**config.mk**
```make
export PLATFORM = sky130hd
export DESIGN_NAME = vr_powerup_seq
export DESIGN_NICKNAME = d
export VERILOG_FILES = /design/src/rtl/vr_seq_pkg.sv /design/src/rtl/vr_seq_dp.sv /design/src/rtl/vr_seq_ctrl.sv /design/src/rtl/vr_powerup_seq.sv
export SDC_FILE = /design/constraint.sdc
export NUM_CORES = 1
export LEC_CHECK = 0
export CORE_MARGIN = 2
export CORE_UTILIZATION = 48
export DETAILED_ROUTE_END_ITERATION = 12
export DONT_BUFFER_PORTS = 1
export PLACE_DENSITY = 0.76
export SYNTH_ARGS = -nofsm -noshare
export SYNTH_HDL_FRONTEND = slang
export SYNTH_SLANG_ARGS = --single-unit
```
**constraint.sdc**
```tcl
create_clock -name clk -period 4.1 [get_ports clk]
set_clock_uncertainty 0.2 [all_clocks]
set_input_delay 0.205 -clock clk [delete_from_list [all_inputs] [get_ports clk]]
set_output_delay 0.205 -clock clk [all_outputs]
set_load 0.01 [all_outputs]
```
**src/rtl/vr_seq_pkg.sv**
```systemverilog
package vr_seq_pkg;

  // Phase encoding: the numeric order is the sequence order.
  typedef enum logic [3:0] {
    ST_IDLE    = 4'd0,
    ST_WAIT    = 4'd1,
    ST_DETECT  = 4'd2,
    ST_SSBOOT  = 4'd3,
    ST_HOLD    = 4'd4,
    ST_RAMPVID = 4'd5,
    ST_MASK    = 4'd6,
    ST_BLANK   = 4'd7,
    ST_GOOD    = 4'd8
  } seqState_e;

  localparam int NUM_STATES = 9;

  typedef enum logic [1:0] {
    SEL_START = 2'd0,
    SEL_MASK  = 2'd1,
    SEL_BLANK = 2'd2
  } dlySel_e;

  // Strobes from the control FSM to the datapath
  typedef struct packed {
    logic    clrTimer;
    logic    latchVid;
    logic    selVid;
    dlySel_e dlySel;
  } seqStrobe_t;

endpackage

```
**src/rtl/vr_seq_dp.sv**
```systemverilog
module vr_seq_dp
  import vr_seq_pkg::*;
#(
  parameter int              CLK_PER_US = 100,
  parameter int              DLY_W      = 12,
  parameter int              VID_W      = 8,
  parameter int              DETECT_CYC = 8,
  parameter logic [VID_W-1:0] BOOT_CODE = 8'h3C
) (
  input  logic             clk,
  input  logic             rstN,
  input  seqStrobe_t       strobe,
  input  logic [DLY_W-1:0] startDly,
  input  logic [DLY_W-1:0] maskDly,
  input  logic [DLY_W-1:0] blankDly,
  input  logic [VID_W-1:0] vidCode,
  output logic             timerDone,
  output logic             detectDone,
  output logic [VID_W-1:0] rampTarget
);

  localparam int PSC_W = (CLK_PER_US > 1) ? $clog2(CLK_PER_US) : 1;
  localparam int DET_W = $clog2(DETECT_CYC + 1);
  localparam logic [PSC_W-1:0] PSC_LAST = PSC_W'(CLK_PER_US - 1);
  localparam logic [DET_W-1:0] DET_LAST = DET_W'(DETECT_CYC - 1);

  logic [PSC_W-1:0] psc;
  logic [DLY_W-1:0] usCnt;
  logic [DET_W-1:0] detCnt;
  logic [VID_W-1:0] vidHeld;
  logic [DLY_W-1:0] dlyCur;
  logic             pscWrap;

  assign pscWrap = (psc == PSC_LAST);

  always_comb begin
    unique case (strobe.dlySel)
      SEL_MASK:  dlyCur = maskDly;
      SEL_BLANK: dlyCur = blankDly;
      default:   dlyCur = startDly;
    endcase
  end

  // Prescaler, microsecond counter and detection-window counter
  always_ff @(posedge clk or negedge rstN) begin
    if (!rstN) begin
      psc    <= '0;
      usCnt  <= '0;
      detCnt <= '0;
    end else if (strobe.clrTimer) begin
      psc    <= '0;
      usCnt  <= '0;
      detCnt <= '0;
    end else begin
      if (pscWrap) begin
        psc   <= '0;
        usCnt <= usCnt + 1'b1;
      end else begin
        psc <= psc + 1'b1;
      end
      if (detCnt != DET_LAST) detCnt <= detCnt + 1'b1;
    end
  end

  always_ff @(posedge clk or negedge rstN) begin
    if (!rstN)                vidHeld <= '0;
    else if (strobe.latchVid) vidHeld <= vidCode;
  end

  // A zero setting finishes in the first cycle of its phase
  assign timerDone  = (dlyCur == '0) ||
                      (pscWrap && (usCnt == dlyCur - DLY_W'(1)));
  assign detectDone = (detCnt == DET_LAST);
  assign rampTarget = strobe.selVid ? vidHeld : BOOT_CODE;

  // The held code may change only at a latch strobe
  p_vid_held_r6: assert property (@(posedge clk) disable iff (!rstN)
    !$past(strobe.latchVid) |-> $stable(vidHeld));

endmodule

```
**src/rtl/vr_seq_ctrl.sv**
```systemverilog
module vr_seq_ctrl
  import vr_seq_pkg::*;
(
  input  logic       clk,
  input  logic       rstN,
  input  logic       enable,
  input  logic       uvloOk,
  input  logic       rampDone,
  input  logic       timerDone,
  input  logic       detectDone,
  output seqStrobe_t strobe,
  output seqState_e  state,
  output logic       rampStart,
  output logic       vidStrobe,
  output logic       pwmBlank,
  output logic       powerGood
);

  seqState_e nxt;
  logic      enOk;
  logic      latchNow;
  logic      startNow;

  assign enOk = enable && uvloOk;

  always_comb begin
    nxt = state;
    if (!enOk) begin
      nxt = ST_IDLE;
    end else begin
      unique case (state)
        ST_IDLE:    nxt = ST_WAIT;
        ST_WAIT:    if (timerDone)              nxt = ST_DETECT;
        ST_DETECT:  if (detectDone)             nxt = ST_SSBOOT;
        ST_SSBOOT:  if (rampDone && !rampStart) nxt = ST_HOLD;
        ST_HOLD:    if (timerDone)              nxt = ST_RAMPVID;
        ST_RAMPVID: if (rampDone && !rampStart) nxt = ST_MASK;
        ST_MASK:    if (timerDone)              nxt = ST_BLANK;
        ST_BLANK:   if (timerDone)              nxt = ST_GOOD;
        default:    nxt = state;
      endcase
    end
  end

  assign latchNow = (state == ST_HOLD) && (nxt == ST_RAMPVID);
  assign startNow = ((nxt == ST_SSBOOT) && (state != ST_SSBOOT)) || latchNow;

  always_comb begin
    strobe.clrTimer = (nxt != state);
    strobe.latchVid = latchNow;
    strobe.selVid   = (state >= ST_RAMPVID);
    unique case (state)
      ST_MASK:  strobe.dlySel = SEL_MASK;
      ST_BLANK: strobe.dlySel = SEL_BLANK;
      default:  strobe.dlySel = SEL_START;
    endcase
  end

  always_ff @(posedge clk or negedge rstN) begin
    if (!rstN) begin
      state     <= ST_IDLE;
      rampStart <= 1'b0;
      vidStrobe <= 1'b0;
    end else begin
      state     <= nxt;
      rampStart <= startNow;
      vidStrobe <= latchNow;
    end
  end

  assign pwmBlank  = (state == ST_IDLE) || (state == ST_WAIT) || (state == ST_DETECT);
  assign powerGood = (state == ST_GOOD);

  p_abort_r8: assert property (@(posedge clk) disable iff (!rstN)
    !(enable && uvloOk) |=> (state == ST_IDLE) && !rampStart && !vidStrobe);

  p_order_r10: assert property (@(posedge clk) disable iff (!rstN)
    (state != $past(state)) && (state != ST_IDLE) |->
      (4'(state) == 4'($past(state)) + 4'd1));

  p_vid_strobe_r6: assert property (@(posedge clk) disable iff (!rstN)
    vidStrobe |-> (state == ST_RAMPVID) && ($past(state) == ST_HOLD) && rampStart);

  p_ramp_entry_r4: assert property (@(posedge clk) disable iff (!rstN)
    rampStart |-> ((state == ST_SSBOOT) || (state == ST_RAMPVID)) && (state != $past(state)));

  p_good_entry_r7: assert property (@(posedge clk) disable iff (!rstN)
    $rose(powerGood) |-> ($past(state) == ST_BLANK) && $past(timerDone));

  p_detect_exit_r3: assert property (@(posedge clk) disable iff (!rstN)
    (state == ST_SSBOOT) && ($past(state) == ST_DETECT) |-> $past(detectDone));

endmodule

```
**src/rtl/vr_powerup_seq.sv**
```systemverilog
module vr_powerup_seq
  import vr_seq_pkg::*;
#(
  parameter int               CLK_PER_US = 100,
  parameter int               DLY_W      = 12,
  parameter int               VID_W      = 8,
  parameter int               DETECT_CYC = 8,
  parameter logic [VID_W-1:0] BOOT_CODE  = 8'h3C
) (
  input  logic                  clk,
  input  logic                  rstN,
  input  logic                  enable,
  input  logic                  uvloOk,
  input  logic [VID_W-1:0]      vidCode,
  input  logic [DLY_W-1:0]      startDly,
  input  logic [DLY_W-1:0]      maskDly,
  input  logic [DLY_W-1:0]      blankDly,
  input  logic                  rampDone,
  output logic                  pwmBlank,
  output logic                  rampStart,
  output logic [VID_W-1:0]      rampTarget,
  output logic                  vidStrobe,
  output logic                  powerGood,
  output logic [NUM_STATES-1:0] stateOneHot
);

  seqStrobe_t strobe;
  seqState_e  state;
  logic       timerDone;
  logic       detectDone;

  vr_seq_ctrl u_ctrl (
    .clk        (clk),
    .rstN       (rstN),
    .enable     (enable),
    .uvloOk     (uvloOk),
    .rampDone   (rampDone),
    .timerDone  (timerDone),
    .detectDone (detectDone),
    .strobe     (strobe),
    .state      (state),
    .rampStart  (rampStart),
    .vidStrobe  (vidStrobe),
    .pwmBlank   (pwmBlank),
    .powerGood  (powerGood)
  );

  vr_seq_dp #(
    .CLK_PER_US (CLK_PER_US),
    .DLY_W      (DLY_W),
    .VID_W      (VID_W),
    .DETECT_CYC (DETECT_CYC),
    .BOOT_CODE  (BOOT_CODE)
  ) u_dp (
    .clk        (clk),
    .rstN       (rstN),
    .strobe     (strobe),
    .startDly   (startDly),
    .maskDly    (maskDly),
    .blankDly   (blankDly),
    .vidCode    (vidCode),
    .timerDone  (timerDone),
    .detectDone (detectDone),
    .rampTarget (rampTarget)
  );

  assign stateOneHot = NUM_STATES'(1) << state;

endmodule

```
==> flow_metrics.py <==
metrics = {
    "setup_path": {
        "regToRegSetupSlack_ps": 120,
        "cp-start-kind": "flip-flop",
        "r2r_start": "u_ctrl.state[3]",
        "startpoint": "u_ctrl.state[3]",
        "path_class": "flip-flop to flip-flop",
        "end_kind": "flip-flop",
        "cp_max_fo": 12,
        "arrival_ps": 3960,
        "required_ps": 4080,
    },
    "sta": {
        "post-route-period-util": 0.9705,
        "fmax_mhz": 251.3,
        "drv_slew": 0,
        "tns_ps": 0,
        "hold_viol": 0,
        "worstMarginPinSlew_ps": 677.5,
        "max-slew-margin-rel": 0.5367,
        "setup_viol": 0,
        "min_period_ps": 3979,
    },
    "place": {
        "gp_congestion": 0.9079,
        "numPortBuffers": 0,
        "dp_hpwl_um": 4811,
        "placed_cells": 387,
    },
    "layout": {
        "drive_gt1_frac": 0.2857,
        "post-route-util": 0.5826,
        "area_growth_pct": 16.12,
        "final_nets": 395,
        "fin_cells": 418,
        "n_antenna_cell": 0,
        "final_cell_mix": "dfrtp_1, nor2_1, nor3_2, nand2_1, buf_4",
        "final_common_cell": "dfrtp_1",
    },
    "global_route": {
        "grt_max_degree": 38,
        "busiest_layer": "met2",
        "use_met1": 0.2448,
        "overflow": 0,
        "grt_pass1_wl_um": 11070,
        "antenna_found_initial": 0,
        "grt.met3_usage": 0.04771,
        "grt_pass1_vias": 2356,
        "grt_usage": 0.1936,
        "grtUsageMet2": 0.3262,
    },
    "die": {
        "dieWidth_um": 82.90,
        "boundaryPins": 70,
        "start_util": 0.5017,
        "num_rows": 28,
        "die_height_um": 82.90,
        "core-area_sq_um": 5956,
        "dieArea_sq_um": 6872,
    },
    "synthesis": {
        "synth_top_area_cell": "dfrtp_1",
        "ys_seq_area_frac": 0.3099,
        "yosysWarnings": 0,
        "synth.cell_area_sq_um": 2988,
        "synth_area_leaders": "dfrtp_1, nor3_2, mux2_4",
        "synth_nets": 367,
        "synth_cell_types": 62,
        "ys_seq_elements": 37,
        "syn_avg_cell_area_sq_um": 9.515,
        "synth-main-ff-cell": "dfrtp_1",
        "synth_top_area_frac": 0.3099,
        "synth_async_sr_flop_share": 1.000,
        "syn_inst": 314,
        "synth_edf_count": 0,
    },
    "drt": {
        "ant_nets": 0,
        "drt_iter0_markers": 131,
        "wirelength_um": 6819,
        "num_vias": 2477,
        "drc": 0,
        "dr.pass1.iters": 4,
        "wl_per_cell_um": 16.31,
        "viasPerCell": 5.926,
    },
    "hold_path": {
        "worstHoldPathType": "input port to flip-flop",
        "hold_start": "rampDone",
    },
    "power_and_ir_drop": {
        "vdd_drop_max_v": 0.0001612,
        "power_density_nw_per_um2": 223.5,
        "p_leak_nw": 1.422,
        "finalPower_mw": 0.7756,
    },
    "clock_network": {
        "cts_tree": "yes",
        "htree_levels": 2,
        "cts_buffers": 5,
        "clk_path_buf_depth": 2,
        "clkTransAtPathRegs_ps": 80,
        "cts_root_buf": "clkbuf_8",
        "cts.sinks": 37,
        "clk_latency_ps": 290,
    },
    "run": {
        "cap_violations": 0,
    },
    "run_status": {
        "status": "completed",
    },
}
## worst max-delay path, cell delays in order (launching register included)
cell	delay (ps)
dfrtp_1	380
buf_4	180
and3b_4	380
mux2_4	340
and3b_1	210
o22ai_1	80
mux2_2	260
a2111o_1	390
o31a_2	370
o311ai_4	370
nand2b_1	220
buf_12	160
mux2_4	300
## report_power, final
group | switching, mW | leakage [nW] | internal [mW]
clock network | 0.134 | 0.0439 | 0.117
logic | 0.0735 | 0.868 | 0.0660
registers | 0.00974 | 0.509 | 0.375
total | 0.217 | 1.42 | 0.559
## flip-flops by register name (all words and copies together), names as in the netlist
register	cells
u_ctrl.state	4
u_dp.vidHeld	8
u_dp.usCnt	12
u_dp.psc	7
u_ctrl.rampStart	1
u_ctrl.vidStrobe	1
u_dp.detCnt	4
## cells by family after synthesis
| group | after synthesis | synth area share |
|---|---|---|
| buf+inv | 24 | 0.04816 |
| compound gates | 52 | 0.1286 |
| xor+xnor | 30 | 0.08794 |
| flops | 37 | 0.3099 |
| fa+ha+maj | 4 | 0.01675 |
| mux | 33 | 0.1315 |
| simple gates | 134 | 0.2772 |
## final timing paths
check | depth (start not counted) | to
setup / recovery | 12 | u_dp.vidHeld[0]
hold / removal | 3 | u_ctrl.state[2]
setup reg to reg | 12 | u_dp.vidHeld[0]
hold reg to reg | 1 | u_dp.psc[0]
max in group asynchronous | 2 | u_dp.psc[5]
min in group asynchronous | 2 | u_ctrl.state[3]
## through the flow
step | hold slack (ps) | instance area (sq um) | worst slack (ps)
3_3_place_gp | -289.9 | 3110 | 68.19
2_1_floorplan | -290.6 | 2989 | 5.401
5_1_grt | 119.5 | 3470 | -33.07
3_5_place_dp | -290.0 | 3110 | -94.50
4_1_cts | 83.54 | 3338 | 41.06
6_report | 101.1 | 3470 | 121.1
## what timing repair did
item / in CTS / in global routing
gates cloned: 0 / 1
buffers inserted: 1 / 9
pin swaps: 0 / 4
endpoints found under the hold margin: 47 / 0
resized for setup: 1 / 13
hold buffers: 12 / 0
endpoints found under the setup margin: 28 / 29
## metal layers
layer | up-vias | wire length [um]
li1 | 1194 | -
met1 | 1171 | 2836
met2 | 100 | 3375
met3 | 12 | 451
met4 | 0 | 156
met5 | - | 0
## synth_stat cells, types with 3 or more instances
cell and n:
clkbuf_1 5, mux2_2 6, nor2b_1 7, nor4_1 5
a21oi_1 17, nor3_2 20, dfrtp_1 37, nand2b_1 4
or2_2 5, mux2_4 11, nor3_1 10, inv_1 8
nor2_1 27, xnor2_1 18, o31ai_1 4, o21ai_0 10
a211oi_1 4, buf_2 4, nand4_1 3, and3_1 5
ha_1 4, mux2i_1 16, nand3_1 8, buf_6 3
nand2_1 20, xor2_1 12
## final cells by class
class / instances / area (sq um)
fillers: 532 / 2486
clock inverters: 3 / 17.52
multi-input cells: 254 / 1981
flip-flops and latches: 37 / 927.1
repair buffers: 35 / 347.8
well taps: 75 / 93.84
clock buffers: 5 / 68.82
inverters: 9 / 33.78
Note: power is estimated with default switching activity, not from simulation.
